$ cat src/rtl/wcp_pkg.sv
package wcp_pkg;
  parameter int SEC_W  = 48;
  parameter int NS_W   = 30;
  parameter int DUR_W  = 30;
  parameter int REG_AW = 3;
  parameter int REG_DW = 32;
  localparam int HI_W = SEC_W - 32;
  localparam logic [31:0] NS_PER_SEC = 32'd1_000_000_000;

  localparam logic [REG_AW-1:0] A_CTRL  = 3'd0;
  localparam logic [REG_AW-1:0] A_STAT  = 3'd1;
  localparam logic [REG_AW-1:0] A_ST_NS = 3'd2;
  localparam logic [REG_AW-1:0] A_ST_LO = 3'd3;
  localparam logic [REG_AW-1:0] A_ST_HI = 3'd4;
  localparam logic [REG_AW-1:0] A_WIDTH = 3'd5;
  localparam logic [REG_AW-1:0] A_GAP   = 3'd6;

  localparam int B_START = 0;
  localparam int B_STOP  = 1;
  localparam int B_REP   = 2;
  localparam int B_REL   = 3;
  localparam int B_INV   = 4;

  typedef struct packed {
    logic [SEC_W-1:0] sec;
    logic [NS_W-1:0]  ns;
  } tod_t;

  typedef struct packed {
    tod_t             start;
    logic [DUR_W-1:0] width;
    logic [DUR_W-1:0] gap;
    logic             rep;
    logic             rel;
    logic             inv;
  } cfg_t;

  typedef enum logic [1:0] {S_IDLE, S_WAIT, S_ACT, S_GAP} seq_state_t;
endpackage

$ cat src/rtl/wcp_tod_add.sv
module wcp_tod_add
  import wcp_pkg::*;
(
  input  tod_t             a,
  input  logic [SEC_W-1:0] b_sec,
  input  logic [DUR_W-1:0] b_ns,
  output tod_t             y
);
  localparam int SUM_W = ((NS_W > DUR_W) ? NS_W : DUR_W) + 2;
  localparam logic [SUM_W-1:0] ONE_S = SUM_W'(NS_PER_SEC);
  localparam logic [SUM_W-1:0] TWO_S = SUM_W'({1'b0, NS_PER_SEC} << 1);

  logic [SUM_W-1:0] raw;
  logic [SUM_W-1:0] fixed;
  logic [1:0]       wrap;

  always_comb begin
    raw = SUM_W'(a.ns) + SUM_W'(b_ns);
    if (raw >= TWO_S) begin
      wrap  = 2'd2;
      fixed = raw - TWO_S;
    end else if (raw >= ONE_S) begin
      wrap  = 2'd1;
      fixed = raw - ONE_S;
    end else begin
      wrap  = 2'd0;
      fixed = raw;
    end
    y.ns  = fixed[NS_W-1:0];
    y.sec = a.sec + b_sec + SEC_W'(wrap);
  end
endmodule

$ cat src/rtl/wcp_tod_ge.sv
module wcp_tod_ge
  import wcp_pkg::*;
(
  input  tod_t now,
  input  tod_t due,
  output logic reached
);
  always_comb reached = ({now.sec, now.ns} >= {due.sec, due.ns});
endmodule

$ cat src/rtl/wcp_regs.sv
module wcp_regs
  import wcp_pkg::*;
(
  input  logic              clk,
  input  logic              rst_n,
  input  logic              wr_en,
  input  logic [REG_AW-1:0] wr_addr,
  input  logic [REG_DW-1:0] wr_data,
  input  logic [REG_AW-1:0] rd_addr,
  input  logic              busy,
  input  logic              done,
  output cfg_t              cfg,
  output logic              start_req,
  output logic              stop_req,
  output logic              done_clr,
  output logic [REG_DW-1:0] rd_data
);
  logic [NS_W-1:0]  st_ns_q;
  logic [31:0]      st_lo_q;
  logic [HI_W-1:0]  st_hi_q;
  logic [DUR_W-1:0] width_q, gap_q;
  logic             rep_q, rel_q, inv_q;
  logic             ctrl_wr;

  assign ctrl_wr = wr_en && (wr_addr == A_CTRL);

  always_ff @(posedge clk) begin
    if (!rst_n) begin
      st_ns_q <= '0;
      st_lo_q <= '0;
      st_hi_q <= '0;
      width_q <= '0;
      gap_q   <= '0;
      rep_q   <= 1'b0;
      rel_q   <= 1'b0;
      inv_q   <= 1'b0;
    end else if (wr_en) begin
      case (wr_addr)
        A_CTRL: begin
          rep_q <= wr_data[B_REP];
          rel_q <= wr_data[B_REL];
          inv_q <= wr_data[B_INV];
        end
        A_ST_NS: st_ns_q <= wr_data[NS_W-1:0];
        A_ST_LO: st_lo_q <= wr_data[31:0];
        A_ST_HI: st_hi_q <= wr_data[HI_W-1:0];
        A_WIDTH: width_q <= wr_data[DUR_W-1:0];
        A_GAP:   gap_q   <= wr_data[DUR_W-1:0];
        default: ;
      endcase
    end
  end

  // Mode bits written together with START take effect for that start.
  always_comb begin
    cfg.start.sec = {st_hi_q, st_lo_q};
    cfg.start.ns  = st_ns_q;
    cfg.width     = width_q;
    cfg.gap       = gap_q;
    cfg.rep       = ctrl_wr ? wr_data[B_REP] : rep_q;
    cfg.rel       = ctrl_wr ? wr_data[B_REL] : rel_q;
    cfg.inv       = ctrl_wr ? wr_data[B_INV] : inv_q;
  end

  assign start_req = ctrl_wr && wr_data[B_START];
  assign stop_req  = ctrl_wr && wr_data[B_STOP];
  assign done_clr  = wr_en && (wr_addr == A_STAT) && wr_data[0];

  always_comb begin
    case (rd_addr)
      A_CTRL:  rd_data = REG_DW'({inv_q, rel_q, rep_q, 2'b00});
      A_STAT:  rd_data = REG_DW'({busy, done});
      A_ST_NS: rd_data = REG_DW'(st_ns_q);
      A_ST_LO: rd_data = st_lo_q;
      A_ST_HI: rd_data = REG_DW'(st_hi_q);
      A_WIDTH: rd_data = REG_DW'(width_q);
      A_GAP:   rd_data = REG_DW'(gap_q);
      default: rd_data = '0;
    endcase
  end
endmodule

$ cat src/rtl/wcp_seq.sv
module wcp_seq
  import wcp_pkg::*;
(
  input  logic clk,
  input  logic rst_n,
  input  tod_t wall,
  input  cfg_t cfg_in,
  input  logic start_req,
  input  logic stop_req,
  input  logic done_clr,
  output logic pulse_out,
  output logic busy,
  output logic done
);
  seq_state_t       state;
  cfg_t             cfg_q;
  tod_t             deadline, base_sum, next_due;
  logic [DUR_W-1:0] step_dur;
  logic             lvl, inv_q, stop_pend, hit;
  logic             has_width;

  assign has_width = (cfg_q.width != '0);
  assign step_dur  = (state == S_ACT || !has_width) ? cfg_q.gap : cfg_q.width;

  wcp_tod_add u_base (
    .a(wall), .b_sec(cfg_in.start.sec), .b_ns(DUR_W'(cfg_in.start.ns)), .y(base_sum)
  );
  wcp_tod_add u_adv (
    .a(deadline), .b_sec('0), .b_ns(step_dur), .y(next_due)
  );
  wcp_tod_ge u_cmp (.now(wall), .due(deadline), .reached(hit));

  always_ff @(posedge clk) begin
    if (!rst_n) begin
      state     <= S_IDLE;
      cfg_q     <= '0;
      deadline  <= '0;
      lvl       <= 1'b0;
      inv_q     <= 1'b0;
      stop_pend <= 1'b0;
      done      <= 1'b0;
    end else begin
      if (done_clr) done <= 1'b0;
      if (state != S_IDLE && stop_req) stop_pend <= 1'b1;
      case (state)
        S_IDLE: if (start_req) begin
          cfg_q     <= cfg_in;
          deadline  <= cfg_in.rel ? base_sum : cfg_in.start;
          lvl       <= 1'b0;
          inv_q     <= cfg_in.inv;
          stop_pend <= 1'b0;
          done      <= 1'b0;
          state     <= S_WAIT;
        end
        S_WAIT: if (hit) begin
          lvl      <= ~lvl;
          deadline <= next_due;
          state    <= has_width ? S_ACT : S_GAP;
        end
        S_ACT: if (hit) begin
          lvl      <= 1'b0;
          deadline <= next_due;
          state    <= S_GAP;
        end
        S_GAP: if (hit) begin
          if (!cfg_q.rep || stop_pend) begin
            done  <= 1'b1;
            state <= S_IDLE;
          end else begin
            lvl      <= has_width ? 1'b1 : ~lvl;
            deadline <= next_due;
            state    <= has_width ? S_ACT : S_GAP;
          end
        end
        default: state <= S_IDLE;
      endcase
    end
  end

  assign pulse_out = lvl ^ inv_q;
  assign busy      = (state != S_IDLE);

  // scheduled nanoseconds stay normalised
  p_ns_norm_r9: assert property (@(posedge clk) disable iff (!rst_n)
    busy |-> ({2'b00, deadline.ns} < NS_PER_SEC));
  // no output movement while waiting for the start time
  p_wait_quiet_r2: assert property (@(posedge clk) disable iff (!rst_n)
    (state == S_WAIT && $past(state) == S_WAIT) |-> $stable(pulse_out));
  // done only rises at the end of an inactive interval
  p_done_end_r7: assert property (@(posedge clk) disable iff (!rst_n)
    $rose(done) |-> $past(state) == S_GAP);
  // a set done flag never coexists with a run in progress
  p_done_idle_r10: assert property (@(posedge clk) disable iff (!rst_n)
    done |-> !busy);
  // a start during a run leaves the latched setup alone
  p_busy_hold_r8: assert property (@(posedge clk) disable iff (!rst_n)
    (busy && start_req) |=> $stable(cfg_q));
endmodule

$ cat src/rtl/wallclock_pulse_gen.sv
module wallclock_pulse_gen
  import wcp_pkg::*;
(
  input  logic              clk,
  input  logic              rst_n,
  input  logic [SEC_W-1:0]  wall_sec,
  input  logic [NS_W-1:0]   wall_ns,
  input  logic              wr_en,
  input  logic [REG_AW-1:0] wr_addr,
  input  logic [REG_DW-1:0] wr_data,
  input  logic [REG_AW-1:0] rd_addr,
  output logic [REG_DW-1:0] rd_data,
  output logic              pulse_out,
  output logic              done
);
  tod_t wall;
  cfg_t cfg;
  logic start_req, stop_req, done_clr, busy;

  assign wall.sec = wall_sec;
  assign wall.ns  = wall_ns;

  wcp_regs u_regs (
    .clk, .rst_n, .wr_en, .wr_addr, .wr_data, .rd_addr,
    .busy, .done, .cfg, .start_req, .stop_req, .done_clr, .rd_data
  );

  wcp_seq u_seq (
    .clk, .rst_n, .wall, .cfg_in(cfg), .start_req, .stop_req, .done_clr,
    .pulse_out, .busy, .done
  );
endmodule

$ cat config.mk
export PLATFORM = sky130hd
export DESIGN_NAME = wallclock_pulse_gen
export DESIGN_NICKNAME = d
export VERILOG_FILES = /design/src/rtl/wcp_pkg.sv /design/src/rtl/wcp_tod_add.sv /design/src/rtl/wcp_tod_ge.sv /design/src/rtl/wcp_regs.sv /design/src/rtl/wcp_seq.sv /design/src/rtl/wallclock_pulse_gen.sv
export SDC_FILE = /design/constraint.sdc
export NUM_CORES = 1
export LEC_CHECK = 0
export CAP_MARGIN = 20
export CORE_ASPECT_RATIO = 0.9
export CORE_MARGIN = 2
export CORE_UTILIZATION = 48
export DETAILED_ROUTE_END_ITERATION = 10
export GPL_ROUTABILITY_DRIVEN = 0
export MAX_ROUTING_LAYER = met4
export PLACE_DENSITY = 0.67
export SLEW_MARGIN = 5
export SYNTH_ARGS = -nofsm -noshare
export SYNTH_HDL_FRONTEND = slang
export SYNTH_SLANG_ARGS = --single-unit
$ cat constraint.sdc
create_clock -name clk -period 11.8 [get_ports clk]
set_input_delay 2.36 -clock clk [delete_from_list [all_inputs] [get_ports clk]]
set_output_delay 2.36 -clock clk [all_outputs]
set_load 0.01 [all_outputs]
==> impl_metrics.env <==
export IMPL_status="complete, no violations"
export IMPL_portBuffers=152
export IMPL_synth_seq_area_share_pct=23.0
export IMPL_power_switching_w=0.00124
export IMPL_syn2layout_area_growth_pct=12.8
export IMPL_multi_input_area_mm2=0.0180
export IMPL_grt_max_degree=119
export IMPL_drc=0
export IMPL_cts_resized=0
export IMPL_coreArea_mm2=0.0515
export IMPL_drt_iter0_drc=3577
export IMPL_hold_ws_ns=0.453
export IMPL_synth_fp_nets=3757
export IMPL_clockRootBuffer="clkbuf_16"
export IMPL_dr_wl_met2_um=42300
export IMPL_slew_viol_final=0
export IMPL_async_reset_ff_share_pct=0
export IMPL_hold_class="reg -> reg"
export IMPL_fmax_ghz=0.0921
export IMPL_wl_met1_um=40900
export IMPL_routedWlPerCell_um=23.7
export IMPL_syn_cell_area_mm2=0.0249
export IMPL_synth_main_ff_cell="dfxtp_1"
export IMPL_postCtsSetupRepairBufs=0
export IMPL_path_common_cell="o21ai_0"
export IMPL_dpl_hpwl_um=73800
export IMPL_rows=79
export IMPL_antenna_found_initial=3
export IMPL_grt_pass1_vias=24700
export IMPL_rsz0062_at_grt="no"
export IMPL_start_util_pct=48.4
export IMPL_fin_crit_sh_pct=92.1
export IMPL_p_leak_nw=10.8
export IMPL_num_vias=27000
export IMPL_highest_layer="met4"
export IMPL_worstSkewPairLatency_ns=0.59
export IMPL_cp_required_ns=12.31
export IMPL_setup_worst_path_class="in -> reg"
export IMPL_synth_distinct_cells=99
export IMPL_finalClockSkew_ns=0.0307
export IMPL_path_clk_slew_ns=0.06
export IMPL_avgSynthCellArea_um2=7.36
export IMPL_crit_path_top_delay_cell="nor4_1"
export IMPL_die_w_um=244
export IMPL_worstMarginPinSlew_ns=1.12
export IMPL_slowest_delay_ns=0.61
export IMPL_hold_violations=0
export IMPL_drt_pass1_iter_count=9
export IMPL_finalPower_w=0.00327
export IMPL_via_per_inst=6.52
export IMPL_grt_usage_pct=36.6
export IMPL_setup_tns_ns=0
export IMPL_htree_levels=2
export IMPL_cts_buffers_inserted=36
export IMPL_seqPwrFrac_pct=33.5
export IMPL_relSlewSlack_pct=24.6
export IMPL_postRouteWirelength_um=98500
export IMPL_p_int_w=0.00203
export IMPL_wl_met3_um=11100
export IMPL_cts_path_max_buffers=3
export IMPL_yosys_warnings=0
export IMPL_syn_inst=3385
export IMPL_critPathLaunchType="input port"
export IMPL_synth_edf_count=0
export IMPL_die_area_mm2=0.0537
export IMPL_fin_nets=3802
export IMPL_postRouteAntennaNets=0
export IMPL_ir_drop_mv=0.113
export IMPL_layout_area_seq_mm2=0.00573
export IMPL_fillers=4900
export IMPL_cts_sinks=286
export IMPL_grt_overflow=0
export IMPL_cap_violations=0
export IMPL_cellPowerDensity_mw_per_mm2=116
export IMPL_cp_max_fo=16
export IMPL_grt_pass1_wl_um=147000
export IMPL_critPathCaptureType="flip-flop"
export IMPL_ios=153
export IMPL_combinationalPowerShare_pct=31.9
export IMPL_pwr_share_clk_pct=34.6
export IMPL_drive_gt1_share_pct=5.85
export IMPL_synth_seq_cells=286
export IMPL_netSwitchingFraction_pct=37.8
export IMPL_cp_arrival_ns=11.38
export IMPL_post_route_min_period_ns=10.86
export IMPL_hold_buffers=0
export IMPL_cts_tree="done"
export IMPL_die_y_um=220
export IMPL_setup_violations=0
## per-layer routing
| layer | track usage, % | vias up |
|---|---|---|
| li1 | - | 12500 |
| met1 | 48.3 | 12800 |
| met2 | 56.0 | 1544 |
| met3 | 6.32 | 250 |
| met4 | 13.7 | 0 |
| met5 | - | - |
## power by group through the flow
stage	sequential, W	clock, W	combinational [W]
3_5_place_dp	0.00111	0	0.00100
4_1_cts	0.00109	0.00113	0.00101
3_3_place_gp	0.00111	0	0.000984
5_1_grt	0.00110	0.00117	0.00113
2_1_floorplan	0.00108	0	0.000683
6_report	0.00109	0.00113	0.00104
## cells in the final DEF, fill, tap and decap left out, types with 24 or more instances in the layout
cell type	count
clkdlybuf4s50_1	151
buf_4	36
inv_1	127
xor2_1	32
o211ai_1	53
ha_1	246
dfxtp_1	286
nand4_1	46
and3_1	40
o21a_1	24
a211oi_1	43
clkbuf_16	36
nand2b_1	31
a21o_1	100
nor4_1	24
mux2_2	39
nand3_1	70
o21ai_0	179
nor2_1	194
a31oi_1	39
a21oi_1	394
mux2i_1	50
a22o_1	28
o31ai_1	25
xnor2_1	60
nand2_1	625
nor3_1	69
## cell families after synthesis
kind of cell	count (synthesis)	share of synthesized area, %
xor gates and xnor gates	92	3.24
and+or+nand+nor	1218	22.0
AOI/OAI and AO/OA	1131	30.1
muxes	91	3.90
buffers and inverters	314	4.93
adders and majority gates	253	12.9
DFF	286	23.0
## area by class of cell
| type | count | area share (%) |
|---|---|---|
| antenna | 4 | 0.0356 |
| tap | 688 | 3.06 |
| sequential | 286 | 20.4 |
| clock buffer | 53 | 3.65 |
| inverter | 132 | 1.80 |
| timing repair buffer | 189 | 6.41 |
| clock inverter | 9 | 0.463 |
| multi-input combinational | 2785 | 64.2 |
## final timing paths
kind / startpoint / to / slack [ns] / depth (start not counted)
worst max-delay path: wall_ns[0] / u_seq.deadline[73] / 0.94 / 32
worst min-delay path: u_seq.cfg_q[5] / u_seq.cfg_q[5] / 0.45 / 2
worst max register to register: u_seq.cfg_q[58] / u_seq.deadline[76] / 1.50 / 33
worst min register to register: u_seq.cfg_q[5] / u_seq.cfg_q[5] / 0.45 / 2
## stage by stage
step	std cells	area [µm²]	utilization, %	worst slack (ns)
2_1_floorplan	3385	24900	-	1.98
3_3_place_gp	4079	26900	52.3	0.693
3_5_place_dp	4079	26900	52.3	0.545
4_1_cts	4141	28100	54.5	1.11
5_1_grt	4145	28100	54.5	0.512
6_report	4146	28100	54.5	0.938
## critical path, delay by kind of cell
family / cells / cell delay (ns)
adders and majority gates: 5 / 1.73
AOI/OAI and AO/OA: 18 / 4.75
xor gates and xnor gates: 1 / 0.18
buffers and inverters: 5 / 1.03
and+or+nand+nor: 3 / 1.32
## synth_stat cells, types with 25 or more instances
library cell / instances / share of area, %
mux2i_1: 51 / 2.1
nand2_1: 625 / 9.4
a22o_1: 28 / 0.98
clkbuf_1: 157 / 2.4
o21ai_0: 179 / 3.6
xor2_1: 32 / 1.1
and3_1: 40 / 1.0
ha_1: 247 / 12
nor3_1: 69 / 1.4
nand3_1: 72 / 1.4
nand4_1: 46 / 1.2
nor2_1: 199 / 3.0
a21o_1: 100 / 3.0
a21oi_1: 394 / 7.9
nand2b_1: 31 / 0.78
a211oi_1: 43 / 1.3
a31oi_1: 40 / 1.0
inv_1: 128 / 1.9
xnor2_1: 60 / 2.1
o211ai_1: 53 / 1.6
o31ai_1: 25 / 0.75
dfxtp_1: 286 / 23
mux2_2: 39 / 1.8
## state kept, by name (all words and copies together) (netlist names), 2 cells and up
register        count
u_seq.deadline     78
u_seq.cfg_q        61
u_regs.st_lo_q     32
u_regs.gap_q       30
u_regs.st_ns_q     30
u_regs.width_q     30
u_regs.st_hi_q     16
u_seq.state         2
Power figures use the tool's default switching activity.
